**src/rtl/rx_silo_pkg.sv**
```systemverilog
package rx_silo_pkg;

   // Read word bit positions (software decodes these)
   localparam int unsigned VALID_BIT = 15;
   localparam int unsigned LOST_BIT  = 14;
   localparam int unsigned FERR_BIT  = 13;
   localparam int unsigned PERR_BIT  = 12;
   localparam int unsigned LINE_LSB  = 8;
   localparam int unsigned CHAR_MAX  = 8;
   localparam int unsigned LINE_MAX  = 4;

   // Control/status bit positions
   localparam int unsigned CS_RX_EN   = 6;
   localparam int unsigned CS_RX_STAT = 7;
   localparam int unsigned CS_MCLR    = 11;
   localparam int unsigned CS_STO_EN  = 12;
   localparam int unsigned CS_STO_ST  = 14;

   typedef struct packed {
      logic                lost;
      logic                ferr;
      logic                perr;
      logic [LINE_MAX-1:0] line;
      logic [CHAR_MAX-1:0] ch;
   } silo_entry_t;

   localparam int unsigned ENTRY_W = $bits(silo_entry_t);

   function automatic logic [15:0] entry_to_word(input silo_entry_t e, input logic vld);
      logic [15:0] w;
      w = '0;
      if (vld) begin
         w[VALID_BIT] = 1'b1;
         w[LOST_BIT]  = e.lost;
         w[FERR_BIT]  = e.ferr;
         w[PERR_BIT]  = e.perr;
         w[LINE_LSB +: LINE_MAX] = e.line;
         w[0 +: CHAR_MAX] = e.ch;
      end
      return w;
   endfunction

endpackage

```
**src/rtl/rx_silo_store.sv**
```systemverilog
module rx_silo_store #(
   parameter int unsigned DEPTH = 64,
   parameter int unsigned W     = 15,
   localparam int unsigned PW   = (DEPTH > 1) ? $clog2(DEPTH) : 1,
   localparam int unsigned CW   = $clog2(DEPTH + 1)
) (
   input  logic          clk,
   input  logic          rst_n,
   input  logic          clr,
   input  logic          wr_en,
   input  logic [W-1:0]  wr_data,
   input  logic          rd_en,
   output logic [W-1:0]  rd_data,
   output logic [CW-1:0] count,
   output logic          full,
   output logic          empty
);

   localparam bit POW2 = ((1 << PW) == DEPTH);

   logic [W-1:0]  mem [DEPTH];
   logic [PW-1:0] wr_ptr, rd_ptr, wp_inc, rp_inc;

   generate
      if (POW2) begin : g_wrap_free
         always_comb begin
            wp_inc = wr_ptr + PW'(1);
            rp_inc = rd_ptr + PW'(1);
         end
      end else begin : g_wrap_cmp
         always_comb begin
            wp_inc = (wr_ptr == PW'(DEPTH - 1)) ? '0 : wr_ptr + PW'(1);
            rp_inc = (rd_ptr == PW'(DEPTH - 1)) ? '0 : rd_ptr + PW'(1);
         end
      end
   endgenerate

   always_ff @(posedge clk) begin
      if (wr_en && !clr) mem[wr_ptr] <= wr_data;
   end

   always_ff @(posedge clk or negedge rst_n) begin
      if (!rst_n) begin
         wr_ptr <= '0;
         rd_ptr <= '0;
         count  <= '0;
      end else if (clr) begin
         wr_ptr <= '0;
         rd_ptr <= '0;
         count  <= '0;
      end else begin
         if (wr_en) wr_ptr <= wp_inc;
         if (rd_en) rd_ptr <= rp_inc;
         case ({wr_en, rd_en})
            2'b10:   count <= count + CW'(1);
            2'b01:   count <= count - CW'(1);
            default: count <= count;
         endcase
      end
   end

   assign rd_data = mem[rd_ptr];
   assign full    = (count == CW'(DEPTH));
   assign empty   = (count == '0);

endmodule

```
**src/rtl/rx_silo_pack.sv**
```systemverilog
module rx_silo_pack
   import rx_silo_pkg::*;
#(
   parameter int unsigned CHAR_W = 8,
   parameter int unsigned LINE_W = 4
) (
   input  logic              clk,
   input  logic              rst_n,
   input  logic              clr,
   input  logic              push_valid,
   input  logic [LINE_W-1:0] push_line,
   input  logic [CHAR_W-1:0] push_data,
   input  logic              push_perr,
   input  logic              push_ferr,
   input  logic              full,
   input  logic              pop,
   output logic              wr_en,
   output silo_entry_t       wr_entry
);

   logic lost_pend;
   logic drop;

   assign wr_en = push_valid && !clr && (!full || pop);
   assign drop  = push_valid && !clr && full && !pop;

   always_ff @(posedge clk or negedge rst_n) begin
      if (!rst_n)     lost_pend <= 1'b0;
      else if (clr)   lost_pend <= 1'b0;
      else if (wr_en) lost_pend <= 1'b0;
      else if (drop)  lost_pend <= 1'b1;
   end

   always_comb begin
      wr_entry      = '0;
      wr_entry.lost = lost_pend;
      wr_entry.ferr = push_ferr;
      wr_entry.perr = push_perr;
      wr_entry.line = LINE_MAX'(push_line);
      wr_entry.ch   = CHAR_MAX'(push_data);
   end

endmodule

```
**src/rtl/rx_silo_ctl.sv**
```systemverilog
module rx_silo_ctl
   import rx_silo_pkg::*;
#(
   parameter int unsigned DEPTH     = 64,
   parameter int unsigned ALARM_RST = 16,
   localparam int unsigned CW       = $clog2(DEPTH + 1)
) (
   input  logic          clk,
   input  logic          rst_n,
   input  logic          csr_wr,
   input  logic [15:0]   csr_wdata,
   input  logic          alarm_wr,
   input  logic [CW-1:0] alarm_wdata,
   input  logic [CW-1:0] count,
   input  logic          empty,
   output logic          mclr,
   output logic [15:0]   csr_rdata,
   output logic [CW-1:0] alarm_rdata,
   output logic          rx_irq,
   output logic          store_irq
);

   logic          rx_en, sto_en;
   logic [CW-1:0] alarm_lvl;
   logic          rx_stat, sto_stat;

   assign mclr = csr_wr && csr_wdata[CS_MCLR];

   always_ff @(posedge clk or negedge rst_n) begin
      if (!rst_n) begin
         rx_en  <= 1'b0;
         sto_en <= 1'b0;
      end else if (mclr) begin
         rx_en  <= 1'b0;
         sto_en <= 1'b0;
      end else if (csr_wr) begin
         rx_en  <= csr_wdata[CS_RX_EN];
         sto_en <= csr_wdata[CS_STO_EN];
      end
   end

   always_ff @(posedge clk or negedge rst_n) begin
      if (!rst_n)        alarm_lvl <= CW'(ALARM_RST);
      else if (alarm_wr) alarm_lvl <= alarm_wdata;
   end

   assign rx_stat  = !empty;
   assign sto_stat = !empty && (count >= alarm_lvl);

   always_comb begin
      csr_rdata             = '0;
      csr_rdata[CS_RX_EN]   = rx_en;
      csr_rdata[CS_RX_STAT] = rx_stat;
      csr_rdata[CS_STO_EN]  = sto_en;
      csr_rdata[CS_STO_ST]  = sto_stat;
   end

   assign alarm_rdata = alarm_lvl;
   assign rx_irq      = rx_stat && rx_en;
   assign store_irq   = sto_stat && sto_en;

endmodule

```
**src/rtl/rx_silo_top.sv**
```systemverilog
module rx_silo_top
   import rx_silo_pkg::*;
#(
   parameter int unsigned DEPTH     = 64,
   parameter int unsigned LINES     = 16,
   parameter int unsigned CHAR_W    = 8,
   parameter int unsigned ALARM_RST = 16,
   localparam int unsigned LINE_W   = $clog2(LINES),
   localparam int unsigned CW       = $clog2(DEPTH + 1)
) (
   input  logic              clk,
   input  logic              rst_n,
   input  logic              push_valid,
   input  logic [LINE_W-1:0] push_line,
   input  logic [CHAR_W-1:0] push_data,
   input  logic              push_perr,
   input  logic              push_ferr,
   input  logic              rd_en,
   output logic [15:0]       rd_word,
   input  logic              csr_wr,
   input  logic [15:0]       csr_wdata,
   output logic [15:0]       csr_rdata,
   input  logic              alarm_wr,
   input  logic [CW-1:0]     alarm_wdata,
   output logic [CW-1:0]     alarm_rdata,
   output logic              rx_irq,
   output logic              store_irq
);

   generate
      if (LINES < 2 || LINES > (1 << LINE_MAX)) begin : g_bad_lines
         $error("rx_silo_top: LINES must be 2..16");
      end
      if (CHAR_W < 5 || CHAR_W > CHAR_MAX) begin : g_bad_char
         $error("rx_silo_top: CHAR_W must be 5..8");
      end
      if (DEPTH < 2) begin : g_bad_depth
         $error("rx_silo_top: DEPTH must be at least 2");
      end
      if (ALARM_RST > DEPTH) begin : g_bad_alarm
         $error("rx_silo_top: ALARM_RST exceeds DEPTH");
      end
   endgenerate

   logic          mclr;
   logic          wr_en, pop, full, empty;
   logic [CW-1:0] occ;
   silo_entry_t   wr_entry, head;
   logic [ENTRY_W-1:0] head_bits;

   assign pop = rd_en && !empty && !mclr;

   rx_silo_ctl #(
      .DEPTH     (DEPTH),
      .ALARM_RST (ALARM_RST)
   ) u_ctl (
      .clk         (clk),
      .rst_n       (rst_n),
      .csr_wr      (csr_wr),
      .csr_wdata   (csr_wdata),
      .alarm_wr    (alarm_wr),
      .alarm_wdata (alarm_wdata),
      .count       (occ),
      .empty       (empty),
      .mclr        (mclr),
      .csr_rdata   (csr_rdata),
      .alarm_rdata (alarm_rdata),
      .rx_irq      (rx_irq),
      .store_irq   (store_irq)
   );

   rx_silo_pack #(
      .CHAR_W (CHAR_W),
      .LINE_W (LINE_W)
   ) u_pack (
      .clk        (clk),
      .rst_n      (rst_n),
      .clr        (mclr),
      .push_valid (push_valid),
      .push_line  (push_line),
      .push_data  (push_data),
      .push_perr  (push_perr),
      .push_ferr  (push_ferr),
      .full       (full),
      .pop        (pop),
      .wr_en      (wr_en),
      .wr_entry   (wr_entry)
   );

   rx_silo_store #(
      .DEPTH (DEPTH),
      .W     (ENTRY_W)
   ) u_store (
      .clk     (clk),
      .rst_n   (rst_n),
      .clr     (mclr),
      .wr_en   (wr_en),
      .wr_data (wr_entry),
      .rd_en   (pop),
      .rd_data (head_bits),
      .count   (occ),
      .full    (full),
      .empty   (empty)
   );

   assign head    = silo_entry_t'(head_bits);
   assign rd_word = entry_to_word(head, !empty);

endmodule

```
**config.mk**
```make
export PLATFORM = sky130hd
export DESIGN_NAME = rx_silo_top
export DESIGN_NICKNAME = d
export VERILOG_FILES = /design/src/rtl/rx_silo_pkg.sv /design/src/rtl/rx_silo_store.sv /design/src/rtl/rx_silo_pack.sv /design/src/rtl/rx_silo_ctl.sv /design/src/rtl/rx_silo_top.sv
export SDC_FILE = /design/constraint.sdc
export NUM_CORES = 1
export LEC_CHECK = 0
export BUFFER_PORTS_ARGS = -buffer_cell sky130_fd_sc_hd__buf_2
export CORE_AREA = 4 4 284 286
export CTS_BUF_LIST = sky130_fd_sc_hd__clkbuf_4 sky130_fd_sc_hd__clkbuf_8 sky130_fd_sc_hd__clkbuf_16
export DETAILED_ROUTE_END_ITERATION = 7
export DIE_AREA = 0 0 288 290
export GPL_TIMING_DRIVEN = 1
export PLACE_DENSITY = 0.64
export REMOVE_ABC_BUFFERS = 1
export SKIP_LAST_GASP = 1
export SYNTH_ARGS = -nofsm -noshare
export SYNTH_HDL_FRONTEND = slang
export SYNTH_SLANG_ARGS = --single-unit
```
**constraint.sdc**
```tcl
create_clock -name clk -period 4.25 [get_ports clk]
set_input_delay 0.425 -clock clk [delete_from_list [all_inputs] [get_ports clk]]
set_output_delay 0.425 -clock clk [all_outputs]
set_load 0.01 [all_outputs]
```
==> run_results.csv, run 1 <==
group,metric,value,unit
timing,setup_slack,0.150,ns
run,drv_cap,0,
clock_tree,cts.htree.levels,3,
die,num_rows,103,
clock_tree,clk_latency,0.63,ns
placed_design,gp_congestion,0.848,
finish,finalInstanceArea,0.0442,mm²
global_route,gr-total-overflow,0,
setup_path,crit_path_end_kind,"primary output",
setup_path,r2r_setup_slack,0.63,ns
clock_tree,clock_path_buffers,3,
drt,dr.pass1.iters,5,
drt,ant_nets,0,
timing,worst_slew_pin_slew,1.30,ns
pwr,p_sw,7110,µW
drt,via_count,18800,
pwr,swShare,27.1,%
timing,fin_crit,4.10,ns
global_route,grt_pass1_vias,19200,
drt,avgViaCountPerCell,6.02,
die,die_x,288,µm
logic_synthesis,syn_area,0.0387,mm²
die,initial_core_util,49.4,%
setup_path,crit_path_max_fanout,14,
logic_synthesis,synth_cell_types,49,
worst_hold_path,hold_class,"primary input to register",
logic_synthesis,synth-seq-area-share,76.4,%
logic_synthesis,async_flop_share,2.93,%
logic_synthesis,yosys_warnings,0,
global_route,grt.total_usage,21.7,%
timing,fmax,0.244,GHz
setup_path,crit_family,"multiplexers",
die,chipHeight,290,µm
drt,wire_per_inst,28.7,µm
drt,drtIter0Drc,2160,
setup_path,cp.buffers_inverters,3,
timing,hold_viol_final,0,
clock_tree,cts.clk_slew.worst_paths,0.06,ns
finish,area_delta_synth_final,14.2,%
timing,max-slew-margin-rel,13.5,%
global_route,grt_max_degree,66,
timing,min_period_over_period,96.5,%
pwr,vdd_drop_max,0.292,mV
drt,m1WireLength,36.8,mm
die,fp.coreArea,0.0784,mm²
placed_design,io_buffers,58,
setup_path,crit_path_frequent_cell,"nand2_1",
status,status,"completed",
logic_synthesis,synthFlopType,"edfxtp_1",
setup_path,cp_slowest_cell,"dfrtp_4",
die,ios,84,
pwr,share_comb_of_total_power,24.6,%
setup_path,crit_type,"register to primary output",
global_route,grt_pass1_wl,132,mm
pwr,p_per_area,594,mW/mm²
clock_tree,cts_buffers,95,
drt,met2_wirelength,44.2,mm
die,die_area,0.0835,mm²
setup_path,cp.required,3.83,ns
pwr,internal_power,19100,µW
drt,routed_wl,89.7,mm
logic_synthesis,ys_ff_latch,989,
logic_synthesis,synthCells,1801,
finish,fillers,5834,
finish,fin_nets,2058,
placed_design,place_area,0.0408,mm²
logic_synthesis,synth_edf_count,960,
timing,hold_slack,0.0302,ns
timing,setup_violations,0,
clock_tree,cts_tree,"done",
global_route,antenna_found_initial,2,
setup_path,cpPeakStageDelay,0.59,ns
drt,remaining_drc_errors,0,
clock_tree,cts.sinks,989,
placed_design,dpl.hpwl,53.1,mm
timing,worst_clock_skew,0.0197,ns
pwr,p_clk_share,32.9,%
finish,drive_above_1_share,30.0,%
pwr,p_seq_share,42.5,%
timing,final_max_slew_viol_count,0,
clock_tree,clock-root-buffer,"clkbuf_16",
placed_design,place_ws,0.731,ns
setup_path,arrival,3.67,ns
setup_path,path_cells,"buf_12, buf_4, mux4_2, mux2i_1, nand2_1, o2111ai_1, nand2_1, a221o_1, buf_2",
logic_synthesis,syn_area_per_cell,21.5,µm²
drt,wl_met3,6.81,mm
setup_path,cp-start-kind,"register",
pwr,p_leak,0.0142,µW
timing,rsz0062_at_grt,"no",
drt,top_layer,"met5",
-- flip-flops by register name, summed over array words and instances, names as in the netlist --
signal and cells:
u_store.mem 960, u_ctl.alarm_rdata 7, u_store.count 7, u_store.rd_ptr 6, u_store.wr_ptr 6, u_ctl.rx_en 1
u_ctl.sto_en 1, u_pack.lost_pend 1
-- final timing paths --
check / cells after the start / from / endpoint
setup / recovery: 9 / u_store.rd_ptr[0] / rd_word[12]
hold / removal: 3 / alarm_wdata[1] / u_ctl.alarm_rdata[1]
setup reg to reg: 11 / u_store.count[2] / u_store.count[6]
hold reg to reg: 2 / u_ctl.alarm_rdata[4] / u_ctl.alarm_rdata[4]
max in group asynchronous: 2 / rst_n / u_store.rd_ptr[0]
min in group asynchronous: 2 / rst_n / u_store.count[0]
-- cell type report --
class / count / area (µm²) / area share (%)
Antenna cell: 1 / 2.50 / 0.00566
Clock buffer: 116 / 2610 / 5.89
Clock inverter: 60 / 634 / 1.44
Inverter: 18 / 67.6 / 0.153
Multi-Input combinational cell: 696 / 8490 / 19.2
Sequential cell: 989 / 29600 / 66.9
Tap cell: 1050 / 1310 / 2.97
Timing Repair Buffer: 200 / 1510 / 3.42
-- synth_stat cells, drive strengths merged (2+ instances only) --
| master | n | share of area (%) |
|---|---|---|
| a32oi | 2 | 0.045 |
| nand2 | 67 | 0.65 |
| or3 | 2 | 0.032 |
| nor2b | 7 | 0.11 |
| nor4 | 2 | 0.032 |
| nand4 | 3 | 0.049 |
| o211ai | 3 | 0.058 |
| nand2b | 6 | 0.097 |
| clkbuf | 26 | 0.25 |
| inv | 18 | 0.17 |
| a21o | 6 | 0.12 |
| mux4 | 261 | 15 |
| a2111oi | 2 | 0.045 |
| a21oi | 22 | 0.28 |
| a31o | 3 | 0.068 |
| ha | 14 | 0.45 |
| buf | 83 | 1.4 |
| xnor2 | 6 | 0.14 |
| nor2 | 112 | 1.1 |
| xor2 | 7 | 0.16 |
| and3 | 3 | 0.049 |
| mux2 | 4 | 0.12 |
| dfrtp | 28 | 1.8 |
| o2111ai | 10 | 0.23 |
| mux2i | 50 | 1.3 |
| nand3 | 13 | 0.17 |
| o22ai | 18 | 0.29 |
| o21ai | 29 | 0.38 |
| a221o | 7 | 0.18 |
| edfxtp | 960 | 74 |
| a211oi | 9 | 0.17 |
| nand3b | 2 | 0.039 |
| and2 | 3 | 0.049 |
-- tightest hold or removal path, delay by kind of cell --
kind | cells | cell delay [ns]
AO/OA/AOI/OAI | 1 | 0.06
buffers and inverters | 1 | 0.08
AND/OR/NAND/NOR | 1 | 0.05
-- layer usage --
| metal | up-vias | global-route usage [%] |
|---|---|---|
| met1 | 10100 | 31.5 |
| met4 | 2 | 5.62 |
| li1 | 7841 | - |
| met5 | - | 0 |
| met2 | 756 | 34.8 |
| met3 | 115 | 3.53 |
-- power by group through the flow --
stage	logic (µW)	clock network (µW)	registers, µW
4_1_cts	6420	8810	11200
6_report	6450	8640	11200
3_3_place_gp	6340	0	11400
5_1_grt	6860	9230	11200
3_5_place_dp	6390	0	11400
2_1_floorplan	3360	0	11700
-- logic make-up after synthesis --
group	Yosys count	share of synthesized area (%)
multiplexers	315	16.6
adder cells (fa/ha/maj)	15	0.504
XOR/XNOR	13	0.294
AO/OA/AOI/OAI	117	1.99
flip-flops	989	76.4
AND/OR/NAND/NOR	224	2.43
other	1	0.00969
buffers and inverters	127	1.80
-- timing repair --
item                                    CTS  global route
hold endpoints to repair                 34             0
setup buffers                             0            11
resized for setup                         0             0
hold buffers                              7             0
endpoints found under the setup margin    0             5
-- layout by cell type (no fill, tap or decap), drive strengths merged, types with 2 or more instances in the layout --
cell	netlist	final
nand2b	6	6
xor2	7	7
xnor2	6	6
o2111ai	10	10
o211ai	3	3
a21o	6	6
clkinv	0	44
mux2	4	4
clkbuf	26	116
dlygate4sd3	0	7
nor4	2	2
and2	3	3
nor2	112	112
nor2b	7	7
mux4	261	261
nand3b	2	2
nand4	3	3
dfrtp	28	28
and3	3	3
a21oi	22	22
nand2	67	67
o21ai	29	29
ha	14	14
o22ai	18	18
a32oi	2	2
mux2i	50	50
a221o	7	7
bufinv	0	13
clkinvlp	0	2
buf	83	193
conb	1	12
a31o	3	3
inv	18	19
a2111oi	2	2
or3	2	2
nand3	13	13
edfxtp	960	960
a211oi	9	9
-- metrics by stage --
stage	utilization, %	total power (µW)	TNS (ns)	std cells
2_1_floorplan	-	15100	-136.47	1703
3_3_place_gp	52.1	17700	0	2935
3_5_place_dp	52.1	17800	0	2935
4_1_cts	56.3	26400	0	3118
5_1_grt	56.4	27300	0	3129
6_report	56.4	26200	0	3130
Power figures use the tool's default switching activity.
==> run 2: changes to the inputs <==
--- a/config.mk
+++ b/config.mk
@@ -5,11 +5,11 @@
 export SDC_FILE = /design/constraint.sdc
 export NUM_CORES = 1
 export LEC_CHECK = 0
-export BUFFER_PORTS_ARGS = -buffer_cell sky130_fd_sc_hd__buf_2
 export CORE_AREA = 4 4 284 286
 export CTS_BUF_LIST = sky130_fd_sc_hd__clkbuf_4 sky130_fd_sc_hd__clkbuf_8 sky130_fd_sc_hd__clkbuf_16
 export DETAILED_ROUTE_END_ITERATION = 7
 export DIE_AREA = 0 0 288 290
+export DONT_BUFFER_PORTS = 1
 export GPL_TIMING_DRIVEN = 1
 export PLACE_DENSITY = 0.64
 export REMOVE_ABC_BUFFERS = 1
==> run 2 against run 1 <==
Against the previous run: combinational power is 2% lower; total power is 2.1% lower; die area stayed put; critical endpoint unchanged; cell count is 1.5% lower; first-iteration DRC count is 5.7% lower; non-clock buffer count is 44 lower; via count is 0.23% lower.
==> run_results.csv, run 2 (synthesized netlist as in run 1, its figures left out) <==
group,metric,value,unit
placed_design,dpl.hpwl,52.8,mm
finish,area_delta_synth_final,13.9,%
finish,fin_nets,2014,
clock_tree,clk_latency,0.64,ns
clock_tree,cts_tree,"done",
clock_tree,clock_path_buffers,3,
worst_hold_path,hold_class,"primary input to register",
placed_design,place_area,0.0405,mm²
die,initial_core_util,49.4,%
setup_path,cp.required,3.83,ns
global_route,grt_pass1_vias,19200,
setup_path,cp-start-kind,"register",
clock_tree,cts.htree.levels,3,
setup_path,crit_path_max_fanout,42,
run,drv_cap,0,
clock_tree,cts.clk_slew.worst_paths,0.06,ns
global_route,grt.total_usage,22.1,%
timing,worst_slew_pin_slew,1.30,ns
finish,diodes,0,
placed_design,gp_congestion,0.831,
drt,routed_wl,91.7,mm
clock_tree,clock-root-buffer,"clkbuf_16",
die,fp.coreArea,0.0784,mm²
die,chipHeight,290,µm
global_route,grt_pass1_wl,134,mm
placed_design,dp_cells,2879,
drt,ant_nets,0,
clock_tree,cts_buffers,95,
pwr,p_leak,0.0140,µW
finish,final_common_cell,"edfxtp_1",
timing,setup_violations,0,
drt,wire_per_inst,29.7,µm
timing,max-slew-margin-rel,13.5,%
placed_design,place_ws,0.686,ns
timing,fmax,0.245,GHz
timing,hold_viol_final,0,
drt,avgViaCountPerCell,6.09,
timing,worst_clock_skew,0.0222,ns
drt,dr.pass1.iters,7,
setup_path,r2r_setup_slack,0.59,ns
die,ios,84,
timing,fin_crit,4.08,ns
finish,stdcell_count,3084,
status,status,"completed",
pwr,total_power,25700,µW
setup_path,reg2reg_from,"u_store.count[1]",
drt,remaining_drc_errors,0,
finish,final_cell_mix,"960 x edfxtp_1, 261 x mux4_2, 118 x buf_4, 112 x nor2_1, 98 x clkbuf_16",
setup_path,cp-startpoint,"u_store.rd_ptr[0]",
drt,drtIter0Drc,2036,
finish,finalInstanceArea,0.0441,mm²
setup_path,arrival,3.66,ns
setup_path,ff2ff_path_depth,10,
global_route,antenna_found_initial,2,
setup_path,crit_type,"register to primary output",
pwr,vdd_drop_max,0.421,mV
timing,setup_slack,0.167,ns
timing,min_period_over_period,96.1,%
global_route,gr-total-overflow,0,
die,num_rows,103,
finish,top_register,"u_store.mem",
finish,largest_reg_flops,960,
setup_path,crit_end,"rd_word[12]",
finish,drive_above_1_share,27.7,%
die,die_x,288,µm
setup_path,r2r-end,"u_store.count[6]",
timing,final_max_slew_viol_count,0,
setup_path,crit_path_end_kind,"primary output",
placed_design,io_buffers,0,
timing,rsz0062_at_grt,"no",
clock_tree,cts_resized,0,
die,die_area,0.0835,mm²
clock_tree,cts.sinks,989,
global_route,grt_max_degree,66,
drt,via_count,18800,
pwr,p_per_area,583,mW/mm²
## run 2: cell type report
| class | instances | area, µm² |
|---|---|---|
| Sequential cell | 989 | 29600 |
| Inverter | 18 | 67.6 |
| Fill cell | 5833 | 34300 |
| Timing Repair Buffer | 156 | 1610 |
| Tap cell | 1050 | 1310 |
| Clock inverter | 64 | 489 |
| Multi-Input combinational cell | 696 | 8490 |
| Clock buffer | 111 | 2550 |
## run 2: stage by stage
step	hold WS (ns)	util [%]	setup TNS, ns
floorplan	0.129	-	-136.47
detailed placement	0.130	51.7	0
global placement	0.130	51.7	0
finish	0.0794	56.3	0
global route	0.0709	56.3	0
CTS	0.0443	56.2	0
## run 2: worst min path at each step
stage	from	end	slack, ns	cells after the start
after floorplan	rst_n	u_ctl.alarm_rdata[0]	0.13	0
after global placement	rst_n	u_ctl.alarm_rdata[0]	0.13	0
after detailed placement	rst_n	u_ctl.alarm_rdata[6]	0.13	0
after CTS	push_valid	u_store.count[6]	0.04	2
after global routing	push_valid	u_store.count[6]	0.07	2
final	push_valid	u_store.count[6]	0.08	2
## run 2: where the power goes
group / internal [µW] / switching (µW) / total, µW
Combinational: 3000 / 3290 / 6290
Clock: 4710 / 3480 / 8190
Sequential: 10900 / 336 / 11200
## run 2: routing by layer
layer / vias up / wire [µm] / part of all wire [%] / GRT usage [%]
li1: 7763 / - / - / -
met5: - / 0 / 0 / 0
met3: 151 / 6960 / 7.6 / 3.55
met2: 812 / 44400 / 48 / 34.6
met1: 10100 / 37500 / 41 / 32.4
met4: 0 / 2830 / 3.1 / 7.09
## run 2: worst max-delay path, cell delays in order (launching register included)
cell and delay (ns):
dfrtp_4 0.77, buf_12 0.37, buf_4 0.29, mux4_2 0.56, mux4_2 0.52, a221o_1 0.44
## run 2: repair_timing
| action | CTS | global route |
|---|---|---|
| setup buffers | 0 | 1 |
| hold endpoints to repair | 935 | 0 |
| hold buffers | 29 | 0 |
| endpoints found under the setup margin | 0 | 1 |
